[config.mk]
export PLATFORM = sky130hd
export DESIGN_NAME = cmpu_top
export DESIGN_NICKNAME = d
export VERILOG_FILES = /design/src/rtl/cmpu_pkg.sv /design/src/rtl/cmpu_sub.sv /design/src/rtl/cmpu_eq.sv /design/src/rtl/cmpu_order.sv /design/src/rtl/cmpu_top.sv
export SDC_FILE = /design/constraint.sdc
export NUM_CORES = 1
export LEC_CHECK = 0
export ABC_AREA = 1
export BUFFER_PORTS_ARGS = -buffer_cell sky130_fd_sc_hd__buf_2
export CAP_MARGIN = 40
export CORE_MARGIN = 2
export CORE_UTILIZATION = 45
export DETAILED_ROUTE_END_ITERATION = 10
export GPL_TIMING_DRIVEN = 0
export PLACE_DENSITY = 0.8
export SETUP_SLACK_MARGIN = 0.02
export SYNTH_ARGS = -nofsm -noshare
export SYNTH_HDL_FRONTEND = slang
export SYNTH_HIERARCHICAL = 1
export SYNTH_SLANG_ARGS = --single-unit
[constraint.sdc]
create_clock -name vclk -period 4.2
set_input_delay 0.21 -clock vclk [all_inputs]
set_output_delay 0.21 -clock vclk [all_outputs]
set_load 0.01 [all_outputs]
[src/rtl/cmpu_pkg.sv]
package cmpu_pkg;

   // Condition nibble as written into a condition field: LT is the MSB.
   typedef struct packed {
      logic lt;
      logic gt;
      logic eq;
      logic so;
   } cmpu_cond_t;

   localparam int unsigned COND_W = $bits(cmpu_cond_t);

endpackage

[src/rtl/cmpu_sub.sv]
// Single adder forming ~A + B + 1, with a carry tap at the narrow boundary.
module cmpu_sub #(
   parameter int unsigned DATA_W   = 64,
   parameter int unsigned NARROW_W = 32
) (
   input  logic [DATA_W-1:0] a_i,
   input  logic [DATA_W-1:0] b_i,
   output logic [DATA_W-1:0] diff_o,
   output logic              c_narrow_o,
   output logic              c_wide_o
);
   localparam int unsigned HI_W = DATA_W - NARROW_W;

   generate
      if (HI_W > 0) begin : g_split
         logic [NARROW_W:0] lo_sum;
         logic [HI_W:0]     hi_sum;
         assign lo_sum = {1'b0, ~a_i[NARROW_W-1:0]} + {1'b0, b_i[NARROW_W-1:0]}
                       + (NARROW_W+1)'(1);
         assign hi_sum = {1'b0, ~a_i[DATA_W-1:NARROW_W]} + {1'b0, b_i[DATA_W-1:NARROW_W]}
                       + (HI_W+1)'(lo_sum[NARROW_W]);
         assign diff_o     = {hi_sum[HI_W-1:0], lo_sum[NARROW_W-1:0]};
         assign c_narrow_o = lo_sum[NARROW_W];
         assign c_wide_o   = hi_sum[HI_W];
      end else begin : g_flat
         logic [DATA_W:0] sum;
         assign sum        = {1'b0, ~a_i} + {1'b0, b_i} + (DATA_W+1)'(1);
         assign diff_o     = sum[DATA_W-1:0];
         assign c_narrow_o = sum[DATA_W];
         assign c_wide_o   = sum[DATA_W];
      end
   endgenerate
endmodule

[src/rtl/cmpu_eq.sv]
// Direct operand equality; the upper segment is masked in narrow mode.
module cmpu_eq #(
   parameter int unsigned DATA_W   = 64,
   parameter int unsigned NARROW_W = 32
) (
   input  logic [DATA_W-1:0] a_i,
   input  logic [DATA_W-1:0] b_i,
   input  logic              wide_i,
   output logic              eq_o
);
   localparam int unsigned HI_W = DATA_W - NARROW_W;

   logic lo_match;
   assign lo_match = (a_i[NARROW_W-1:0] == b_i[NARROW_W-1:0]);

   generate
      if (HI_W > 0) begin : g_split
         logic hi_match;
         assign hi_match = (a_i[DATA_W-1:NARROW_W] == b_i[DATA_W-1:NARROW_W]);
         assign eq_o     = lo_match & (hi_match | ~wide_i);
      end else begin : g_flat
         logic unused_wide;
         assign unused_wide = wide_i;
         assign eq_o        = lo_match;
      end
   endgenerate
endmodule

[src/rtl/cmpu_order.sv]
// Derives LT/GT from carry, difference MSB and operand MSBs.
module cmpu_order (
   input  logic signed_i,
   input  logic wide_i,
   input  logic a_msb_n_i,
   input  logic a_msb_w_i,
   input  logic b_msb_n_i,
   input  logic b_msb_w_i,
   input  logic d_msb_n_i,
   input  logic d_msb_w_i,
   input  logic c_n_i,
   input  logic c_w_i,
   input  logic eq_i,
   output logic lt_o,
   output logic gt_o
);
   logic a_msb, b_msb, d_msb, carry, below;

   always_comb begin
      a_msb = wide_i ? a_msb_w_i : a_msb_n_i;
      b_msb = wide_i ? b_msb_w_i : b_msb_n_i;
      d_msb = wide_i ? d_msb_w_i : d_msb_n_i;
      carry = wide_i ? c_w_i     : c_n_i;
      if (signed_i && (a_msb != b_msb))
         below = a_msb;          // negative A against non-negative B
      else if (signed_i)
         below = ~d_msb;         // same sign: B-A cannot overflow
      else
         below = carry;          // unsigned: carry set means B >= A
      lt_o = below & ~eq_i;
      gt_o = ~below & ~eq_i;
   end
endmodule

[src/rtl/cmpu_top.sv]
module cmpu_top #(
   parameter int unsigned DATA_W   = 64,
   parameter int unsigned NARROW_W = 32
) (
   input  logic [DATA_W-1:0] a_i,
   input  logic [DATA_W-1:0] b_i,
   input  logic              signed_i,
   input  logic              wide_i,
   input  logic              so_i,
   output logic [3:0]        cond_o
);
   import cmpu_pkg::*;

   generate
      if (NARROW_W < 1 || NARROW_W > DATA_W) begin : g_bad_width
         $error("cmpu_top: NARROW_W must lie in 1..DATA_W");
      end
      if (COND_W != 4) begin : g_bad_cond
         $error("cmpu_top: condition nibble must be 4 bits");
      end
   endgenerate

   logic [DATA_W-1:0] diff;
   logic              c_narrow, c_wide, eq, lt, gt;
   cmpu_cond_t        cond;

   cmpu_sub #(.DATA_W(DATA_W), .NARROW_W(NARROW_W)) u_sub (
      .a_i        (a_i),
      .b_i        (b_i),
      .diff_o     (diff),
      .c_narrow_o (c_narrow),
      .c_wide_o   (c_wide)
   );

   cmpu_eq #(.DATA_W(DATA_W), .NARROW_W(NARROW_W)) u_eq (
      .a_i    (a_i),
      .b_i    (b_i),
      .wide_i (wide_i),
      .eq_o   (eq)
   );

   cmpu_order u_order (
      .signed_i  (signed_i),
      .wide_i    (wide_i),
      .a_msb_n_i (a_i[NARROW_W-1]),
      .a_msb_w_i (a_i[DATA_W-1]),
      .b_msb_n_i (b_i[NARROW_W-1]),
      .b_msb_w_i (b_i[DATA_W-1]),
      .d_msb_n_i (diff[NARROW_W-1]),
      .d_msb_w_i (diff[DATA_W-1]),
      .c_n_i     (c_narrow),
      .c_w_i     (c_wide),
      .eq_i      (eq),
      .lt_o      (lt),
      .gt_o      (gt)
   );

   always_comb begin
      cond.lt = lt;
      cond.gt = gt;
      cond.eq = eq;
      cond.so = so_i;
      cond_o  = cond;
   end
endmodule

## Word-level counts from Yosys, hierarchy flattened

Index checks and enable logic that the tools add are counted.

- Register bits: 0
- Input port bits: 131
- Output and inout bits: 4

- Add/sub/neg operators: 4
- Equal/unequal tests: 3
- Multiplexer cells: 6
- Bitwise gates (word level): 10
- Reductions and logical operators: 1

Operators with widths:

| operator | number |
|---|---|
| 32-bit by 32-bit adder with 33-bit output | 2 |
| 32-bit equality test | 2 |
| 32-bit inverter | 2 |
| 33-bit by 1-bit adder with 33-bit output | 1 |
| 33-bit by 1-bit adder with 33-bit output, second input constant | 1 |
| 1-bit two-way mux | 6 |
| 1-bit inverter | 4 |
| 1-bit AND | 3 |
| 1-bit logical AND | 1 |
| 1-bit inequality test | 1 |
| 1-bit OR | 1 |

## Depth between registers and ports, before layout

Gate-level depths: netlist of run 1.

- Depth in word-level cells: 10
- Mapped depth: 31

## Cells and area by module

The synthesis of run 1 kept the hierarchy.

By module, submodules not included:

| module | instances | cells an instance | area each (um2) |
|---|---|---|---|
| cmpu_sub | 1 | 1092 | 5157.4 |
| cmpu_eq | 1 | 171 | 913.4 |
| cmpu_order | 1 | 42 | 171.4 |
| cmpu_top | 1 | 4 | 30.0 |

## Worst setup path after synthesis of run 1

Ideal clock, no wire load.

- Path kind: input-to-output
- Start: in b_i[0]
- End: out cond_o[3]
- Arrival time: 3.267 ns
- Path slack: 0.723 ns
- Stages: 29
- Buffers on the path: 1
- Cell sequence: inv_1 -> ha_1 -> fa_1 -> inv_1 -> nand3_1 -> nand3_1 -> nand2_1 -> nand2_1 -> nand2_1 -> nand3_1 -> nand2_1 -> nand2_1 -> fa_1 -> inv_1 -> fa_1 -> inv_1 -> nand3_1 -> nand3_1 -> nand2_1 -> a21oi_2 -> nor2_1 -> o21ai_1 -> nand2_1 -> nand3_1 -> nand2_1 -> nand2_1 -> nand2_1 -> nor2_1 -> buf_4

RTL lines:

| element | line | RTL |
|---|---|---|
| from (decl) | cmpu_top.sv:6 | `input logic [DATA_W-1:0] b_i,` |
| 32-bit by 32-bit adder with 33-bit output | cmpu_sub.sv:18 | `assign lo_sum = {1'b0, ~a_i[NARROW_W-1:0]} + {1'b0, b_i[NARROW_W-1:0]}` |
| 33-bit by 1-bit adder with 33-bit output | cmpu_sub.sv:19 | `+ (NARROW_W+1)'(1);` |
| net c_narrow | cmpu_top.sv:24 | `logic c_narrow, c_wide, eq, lt, gt;` |
| 33-bit by 1-bit adder with 33-bit output | cmpu_sub.sv:21 | `+ (HI_W+1)'(lo_sum[NARROW_W]);` |
| net c_wide | cmpu_top.sv:24 |  |
| 1-bit two-way mux | cmpu_order.sv:23 | `carry = wide_i ? c_w_i : c_n_i;` |
| 1-bit two-way mux | cmpu_order.sv:26 | `else if (signed_i)` |
| 1-bit two-way mux | cmpu_order.sv:24 | `if (signed_i && (a_msb != b_msb))` |
| 1-bit AND | cmpu_order.sv:30 | `lt_o = below & ~eq_i;` |
| to (decl) | cmpu_top.sv:10 | `output logic [3:0] cond_o` |

The timed path passes the listed nets, and every way through them passes these cells.

## Final worst setup path of run 1

Ends and elaborated chain as after synthesis.

==> impl_metrics.py, run 1 <==
metrics = {
    "cells_and_area": {
        "syn_to_final_growth_pct": 20.5,
        "regArea_um2": 0,
        "final_area_um2": 4730,
        "final_nets": 1098,
        "design.seq.count": 0,
        "n_antenna_cell": 0,
        "drive_gt1_share_pct": 18.5,
        "fillers": 923,
        "clkbuf_count": 0,
        "layout.cells.non_filler": 1007,
    },
    "placed_design": {
        "detailed_place.area_um2": 4730,
        "dp.cells": 1007,
        "dp_worst_setup_slack_ns": 0.537,
        "place.detailed.hpwl_um": 7500,
        "routabilityCongestion": 0.838,
        "port_buffers": 134,
    },
    "setup_path": {
        "path_max_fanout": 2,
        "path_buf_inv": 7,
        "cpMostUsedCell": "nand2_1",
        "cp-end-kind": "primary output",
        "cp_data_arrival_time_ns": 3.36,
        "worstPathRequired_ns": 3.99,
        "crit_family": "simple AND/OR/NAND/NOR gates",
        "worst_setup_path_start_kind": "input port",
        "slowest_stage": "fa_1",
        "slowest_delay_ns": 0.36,
        "critical_path_class": "in2out",
    },
    "timing": {
        "grt_setup_unrepaired": "false",
        "min_period_ns": 3.57,
        "maxSlewHeadroom_pct": 79.0,
        "period_share_pct": 84.9,
        "tns_ns": 0,
        "tightestPinTransition_ns": 0.313,
        "whs_ns": 0.604,
        "setup-violations-final": 0,
        "max_clock_freq_mhz": 280,
        "setup_slack_ns": 0.634,
        "drv_slew": 0,
        "hold_viol_final": 0,
    },
    "route": {
        "drc": 0,
        "vias": 4354,
        "ant_nets": 0,
        "via_per_inst": 4.32,
        "drt_pass1_iterations": 4,
        "drt-initial-drc-count": 74,
        "drt_wl_total_um": 7960,
        "wl_per_cell_um": 7.90,
    },
    "global_route": {
        "grt_usage_pct": 16.9,
        "grt_pass1_vias": 3789,
        "grt_remaining_overflow": 0,
        "grt_antenna_before_repair": 1,
        "grt_max_degree": 9,
        "grt_pass1_wl_um": 14500,
    },
    "die": {
        "io_pins": 135,
        "die_h_um": 97.4,
        "fp-row-count": 34,
        "die_x_um": 97.4,
        "start_util_pct": 45.6,
        "coreArea_um2": 8590,
        "dieArea_um2": 9480,
    },
    "pwr": {
        "power_leakage_uw": 0.00319,
        "power_density_nw_per_um2": 101,
        "ir_drop_mv": 0.0445,
    },
    "yosys": {
        "synth_fp_nets": 962,
        "syn-instance-count": 765,
        "synth.cell_area_um2": 3920,
        "synth_warnings": 6,
        "syn_area_per_cell_um2": 5.13,
    },
    "clocking": {
        "cts_resized": 0,
        "ctsHoldBuffers": 0,
        "post_cts.repair.setup_buffers": 0,
    },
    "status": {
        "status": "finished, final reports clean",
    },
    "worst_hold_path": {
        "min_path_type": "in2out",
    },
    "run": {
        "cap_violations": 0,
    },
}
-- final timing paths --
| path | start | slack, ns | cells past startpoint | end |
|---|---|---|---|---|
| setup / recovery | b_i[0] | 0.63 | 31 | cond_o[3] |
| hold / removal | so_i | 0.60 | 2 | cond_o[0] |
-- layout by cell type (no fill, tap or decap) --
cell	n
or2_4	1
or2_2	1
nand4_1	1
nand3_1	20
buf_6	2
ha_1	63
nor3_2	1
a21oi_2	3
o21bai_1	3
o21ai_1	1
fa_1	3
a21oi_1	19
nor3_1	2
a21o_1	2
and2_1	1
inv_2	2
nand3_2	1
xnor2_1	52
nand2_2	13
o21ai_0	2
nand2_1	305
nor2_1	56
nor2_2	4
buf_4	4
inv_1	202
and3_1	1
buf_2	134
-- where the power goes --
group	total (µW)	internal (µW)	switching, µW
clock	0	0	0
sequential	0	0	0
combinational	479	221	258
total	479	221	258
-- routing by layer --
metal / vias to the layer above / global-route usage (%) / wire length, µm
met5: - / 0 / 7
met4: 2 / 0.427 / 17
met3: 4 / 1.37 / 437
met2: 83 / 31.0 / 3610
li1: 2485 / - / -
met1: 1780 / 22.9 / 3890
-- stage by stage --
stage | utilization [%] | power [µW]
after floorplan | - | 333
after global placement | 55.0 | 475
after detailed placement | 55.0 | 481
after CTS | 55.0 | 484
after global routing | 55.0 | 562
final | 55.0 | 479
-- cell type report --
class / count / area [µm²] / share of cell area, %
Timing Repair Buffer: 134 / 671 / 14.2
Tap cell: 108 / 135 / 2.86
Multi-Input combinational cell: 555 / 3100 / 65.6
Inverter: 204 / 766 / 16.2
Buffer: 6 / 52.6 / 1.11
No activity file was read; power rests on OpenSTA's default activity.
==> run 2, diff against run 1 <==
==> constraint.sdc (replaced) <==
create_clock -name vclk -period 3.5
set_input_delay 0.175 -clock vclk [all_inputs]
set_output_delay 0.175 -clock vclk [all_outputs]
set_load 0.01 [all_outputs]
==> run 2 against run 1 <==
  * Largest power group unchanged
  * Critical path depth is 2 lower
  * Critical endpoint unchanged
  * Worst hold slack worse by 0.070 ns
  * Largest cell class unchanged
  * Cell count shrank 0.20%
  * Combinational power increased by 22%
==> impl_metrics.py, run 2 (synthesis gave the netlist of run 1 again) <==
metrics = {
    "global_route": {
        "grt_pass1_wl_um": 14700,
        "grt_antenna_before_repair": 1,
        "grt_remaining_overflow": 0,
        "grt_max_degree": 9,
        "grt_pass1_vias": 3818,
        "grt_usage_pct": 17.1,
    },
    "setup_path": {
        "slowest_stage": "fa_2",
        "worst_setup_path_start_kind": "input port",
        "critical_path_class": "in2out",
        "cp-startpoint": "a_i[0]",
        "slowest_delay_ns": 0.33,
        "cp-end-kind": "primary output",
        "cp_data_arrival_time_ns": 3.03,
        "worstPathRequired_ns": 3.32,
        "cpMostUsedCell": "nand2_1",
        "path_max_fanout": 2,
    },
    "clocking": {
        "ctsHoldBuffers": 0,
        "post_cts.repair.setup_buffers": 0,
    },
    "worst_hold_path": {
        "min_from": "so_i",
        "min_path_type": "in2out",
        "min_path_cells": 2,
        "hold_path_end": "cond_o[0]",
    },
    "cells_and_area": {
        "clkbuf_count": 0,
        "regArea_um2": 0,
        "syn_to_final_growth_pct": 22.0,
        "final_nets": 1096,
        "design.seq.count": 0,
        "layout_common_cells": "302 x nand2_1, 198 x inv_1, 130 x buf_2",
        "n_antenna_cell": 0,
        "final_common_cell": "nand2_1",
        "drive_gt1_share_pct": 20.2,
    },
    "timing": {
        "grt_setup_unrepaired": "true",
        "setup-violations-final": 0,
        "drv_slew": 0,
        "max_clock_freq_mhz": 312,
        "hold_viol_final": 0,
        "whs_ns": 0.534,
        "tightestPinTransition_ns": 0.312,
        "maxSlewHeadroom_pct": 79.0,
        "tns_ns": 0,
        "min_period_ns": 3.20,
        "period_share_pct": 91.5,
    },
    "die": {
        "die_x_um": 97.4,
        "io_pins": 135,
        "dieArea_um2": 9480,
        "fp-row-count": 34,
        "start_util_pct": 45.6,
        "coreArea_um2": 8590,
        "die_h_um": 97.4,
    },
    "run": {
        "cap_violations": 0,
    },
    "pwr": {
        "power_density_nw_per_um2": 123,
        "p_sw_uw": 316,
        "p_seq_share_pct": 0,
        "ir_drop_mv": 0.0541,
        "p_comb_share_pct": 100.0,
        "power.share.switching_pct": 54.0,
        "p_int_uw": 270,
        "power_leakage_uw": 0.00319,
        "p_clk_share_pct": 0,
    },
    "route": {
        "vias": 4343,
        "wl_per_cell_um": 8.03,
        "ant_nets": 0,
        "drt_wl_total_um": 8070,
        "via_per_inst": 4.32,
        "drc": 0,
        "drt_pass1_iterations": 4,
        "drt-initial-drc-count": 86,
    },
    "placed_design": {
        "place.detailed.hpwl_um": 7500,
        "port_buffers": 134,
        "routabilityCongestion": 0.838,
    },
    "status": {
        "status": "finished, final reports clean",
    },
}
run 2: changes by cell type in the layout (fill, tap and decap cells not counted), moves of 3 or more:
| cell | delta |
|---|---|
| nand2_1 | -3 |
| buf_6 | +3 |
| nor2_1 | -3 |
| buf_2 | -4 |
| inv_1 | -4 |
| fa_2 | +3 |
| fa_1 | -3 |
| inv_2 | +4 |
| nand2_2 | +3 |
| nor2_2 | +3 |
run 2: stage by stage:
stage	total power (µW)	std cells	cell area [µm²]	utilization, %	worst slack (ns)
2_1_floorplan	400	765	3920	-	0.612
3_3_place_gp	570	1007	4730	55.0	-0.0572
3_5_place_dp	578	1007	4730	55.0	-0.0931
4_1_cts	587	1005	4760	55.4	0.0473
5_1_grt	685	1005	4780	55.6	0.00945
6_report	586	1005	4780	55.6	0.299
run 2: metal layers:
| layer | vias to the layer above | global-route usage [%] | wire length [µm] |
|---|---|---|---|
| met5 | - | 0 | 7 |
| met3 | 4 | 1.44 | 435 |
| met2 | 87 | 31.3 | 3660 |
| met1 | 1771 | 23.1 | 3940 |
| li1 | 2479 | - | - |
| met4 | 2 | 0.427 | 20 |
run 2: worst max-delay path, delay by kind of cell:
kind | cells | cell delay (ns)
simple gates | 18 | 1.18
fa+ha+maj | 4 | 1.02
compound gates | 2 | 0.26
buf+inv | 5 | 0.39
run 2: what timing repair did:
action / in CTS / in global routing
setup endpoints to repair: 2 / 2
endpoints found under the hold margin: 0 / 0
pin swaps: 19 / 16
resized for setup: 16 / 6
run 2: worst max path at each step:
stage / endpoint / slack (ns) / depth (start not counted)
2_1_floorplan: cond_o[3] / 0.61 / 29
3_3_place_gp: cond_o[3] / -0.06 / 30
3_5_place_dp: cond_o[3] / -0.09 / 30
4_1_cts: cond_o[3] / 0.05 / 29
5_1_grt: cond_o[3] / 0.009 / 29
6_report: cond_o[3] / 0.30 / 29
run 2: final cells by class:
cell class | instances | area [µm²]
Fill cell | 906 | 3810
Multi-Input combinational cell | 555 | 3150
Inverter | 204 | 766
Buffer | 4 | 37.5
Tap cell | 108 | 135
Timing Repair Buffer | 134 | 692
run 2: power by group through the flow:
stage | clock (µW) | sequential, µW | combinational [µW]
floorplan | 0 | 0 | 400
global placement | 0 | 0 | 570
detailed placement | 0 | 0 | 578
CTS | 0 | 0 | 587
global route | 0 | 0 | 685
finish | 0 | 0 | 586
==> run 3, diff against run 2 <==
--- a/config.mk
+++ b/config.mk
@@ -8,7 +8,6 @@
 export ABC_AREA = 1
 export BUFFER_PORTS_ARGS = -buffer_cell sky130_fd_sc_hd__buf_2
 export CAP_MARGIN = 40
-export CORE_MARGIN = 2
 export CORE_UTILIZATION = 45
 export DETAILED_ROUTE_END_ITERATION = 10
 export GPL_TIMING_DRIVEN = 0
==> run 3 against run 2 <==
  * Clock-buffer cell count stayed put
  * Utilization is 1.8 points higher
  * Critical path type unchanged
  * Critical path depth stayed put
  * Worst setup slack worse by 0.056 ns
  * Total power is 0.44% higher
  * First-iteration DRC count is 40% lower
  * Maximum frequency is 1.7% lower
  * Global-route usage is 0.22 points higher
  * Cell count is 0.20% lower
  * Largest power group unchanged
  * Non-clock buffer count is 1 higher
  * Flip-flop and latch count stayed put
==> impl_metrics.py, run 3 (synthesis gave the netlist of run 1 again) <==
metrics = {
    "status": {
        "status": "finished, final reports clean",
    },
    "pwr": {
        "power_leakage_uw": 0.00319,
        "power_density_nw_per_um2": 123,
        "ir_drop_mv": 0.0533,
    },
    "die": {
        "die_x_um": 95.4,
        "io_pins": 135,
        "fp-row-count": 33,
        "dieArea_um2": 9090,
        "die_h_um": 95.4,
        "start_util_pct": 47.0,
        "coreArea_um2": 8340,
    },
    "setup_path": {
        "cp-end-kind": "primary output",
        "cpMostUsedCell": "nand2_1",
        "critical_path_class": "in2out",
        "slowest_stage": "fa_2",
        "worst_setup_path_start_kind": "input port",
        "path_max_fanout": 2,
        "worstPathRequired_ns": 3.32,
        "slowest_delay_ns": 0.34,
        "cp_data_arrival_time_ns": 3.08,
    },
    "global_route": {
        "grt_antenna_before_repair": 2,
        "grt_max_degree": 9,
        "grt_pass1_wl_um": 13300,
        "grt_usage_pct": 17.3,
        "grt_remaining_overflow": 0,
        "grt_pass1_vias": 3596,
    },
    "worst_hold_path": {
        "hold_path_end": "cond_o[0]",
        "min_from": "so_i",
        "min_path_type": "in2out",
        "min_path_cells": 2,
    },
    "timing": {
        "setup-violations-final": 0,
        "drv_slew": 0,
        "grt_setup_unrepaired": "false",
        "tightestPinTransition_ns": 0.296,
        "min_period_ns": 3.26,
        "period_share_pct": 93.1,
        "max_clock_freq_mhz": 307,
        "maxSlewHeadroom_pct": 80.1,
        "hold_viol_final": 0,
        "whs_ns": 0.534,
    },
    "clocking": {
        "ctsHoldBuffers": 0,
    },
    "cells_and_area": {
        "syn_to_final_growth_pct": 22.2,
        "n_antenna_cell": 0,
        "regArea_um2": 0,
        "final_common_cell": "nand2_1",
        "final_area_um2": 4790,
        "final_nets": 1097,
        "layout_common_cells": "302 x nand2_1, 198 x inv_1, 130 x buf_2",
        "design.seq.count": 0,
        "clkbuf_count": 0,
        "drive_gt1_share_pct": 20.2,
        "fillers": 872,
    },
    "placed_design": {
        "place.detailed.hpwl_um": 7420,
        "detailed_place.area_um2": 4720,
        "port_buffers": 134,
        "routabilityCongestion": 0.821,
    },
    "route": {
        "drc": 0,
        "wl_per_cell_um": 8.07,
        "drt_wl_total_um": 8090,
        "drt_pass1_iterations": 4,
        "ant_nets": 0,
        "via_per_inst": 4.27,
        "drt-initial-drc-count": 52,
        "vias": 4280,
    },
    "run": {
        "cap_violations": 0,
    },
}
## run 3: cell count changes in the layout (fill, tap and decap cells not counted), sizes merged
cell / before / now
buf: 138 / 139
## run 3: repair_timing
item / 4_1_cts / 5_1_grt
setup endpoints to repair: 2 / 2
endpoints found under the hold margin: 0 / 0
pin swaps: 17 / 17
gates resized for setup: 14 / 8
buffers inserted: 1 / 0
## run 3: report_power, final
group	leakage, µW	switching, µW	internal [µW]	total, µW
Combinational	0.00319	317	272	589
Clock	0	0	0	0
Sequential	0	0	0	0
Total	0.00319	317	272	589
## run 3: worst max-delay path by stage
| stage | start | to | slack [ns] | cells past startpoint |
|---|---|---|---|---|
| final | a_i[0] | cond_o[3] | 0.24 | 29 |
| after global routing | a_i[15] | cond_o[3] | 0.03 | 28 |
| after CTS | a_i[0] | cond_o[2] | 0.02 | 31 |
| after detailed placement | b_i[0] | cond_o[3] | -0.07 | 31 |
| after global placement | a_i[0] | cond_o[3] | -0.05 | 30 |
| after floorplan | b_i[0] | cond_o[3] | 0.61 | 29 |
## run 3: layout make-up
class,count,area (µm²),share of cell area [%]
multi-input cells,555,3160,65.9
inverters,204,766,16.0
repair buffers,135,699,14.6
well taps,105,131,2.74
plain buffers,4,37.5,0.783
## run 3: per-layer routing
| layer | global-route usage (%) | share of wire (%) | vias up |
|---|---|---|---|
| met5 | 0 | 0.16 | - |
| met4 | 0 | 0 | 2 |
| met3 | 1.12 | 3.7 | 2 |
| met2 | 32.5 | 46 | 78 |
| met1 | 22.7 | 50 | 1717 |
| li1 | - | - | 2481 |
## run 3: worst max-delay path, delay by kind of cell
kind                     cells  cell delay (ns)
buffers and inverters        5             0.39
adder cells (fa/ha/maj)      4             1.04
AO/OA/AOI/OAI                2             0.25
AND/OR/NAND/NOR             18             1.22
## run 3: through the flow
stage / setup WS [ns] / TNS, ns / power [µW] / util (%) / std cells
floorplan: 0.612 / 0 / 400 / - / 765
global placement: -0.0459 / -0.0876 / 569 / 56.6 / 1004
detailed placement: -0.0697 / -0.130 / 578 / 56.6 / 1004
CTS: 0.0214 / 0 / 590 / 57.2 / 1004
global route: 0.0312 / 0 / 681 / 57.4 / 1003
finish: 0.243 / 0 / 589 / 57.4 / 1003
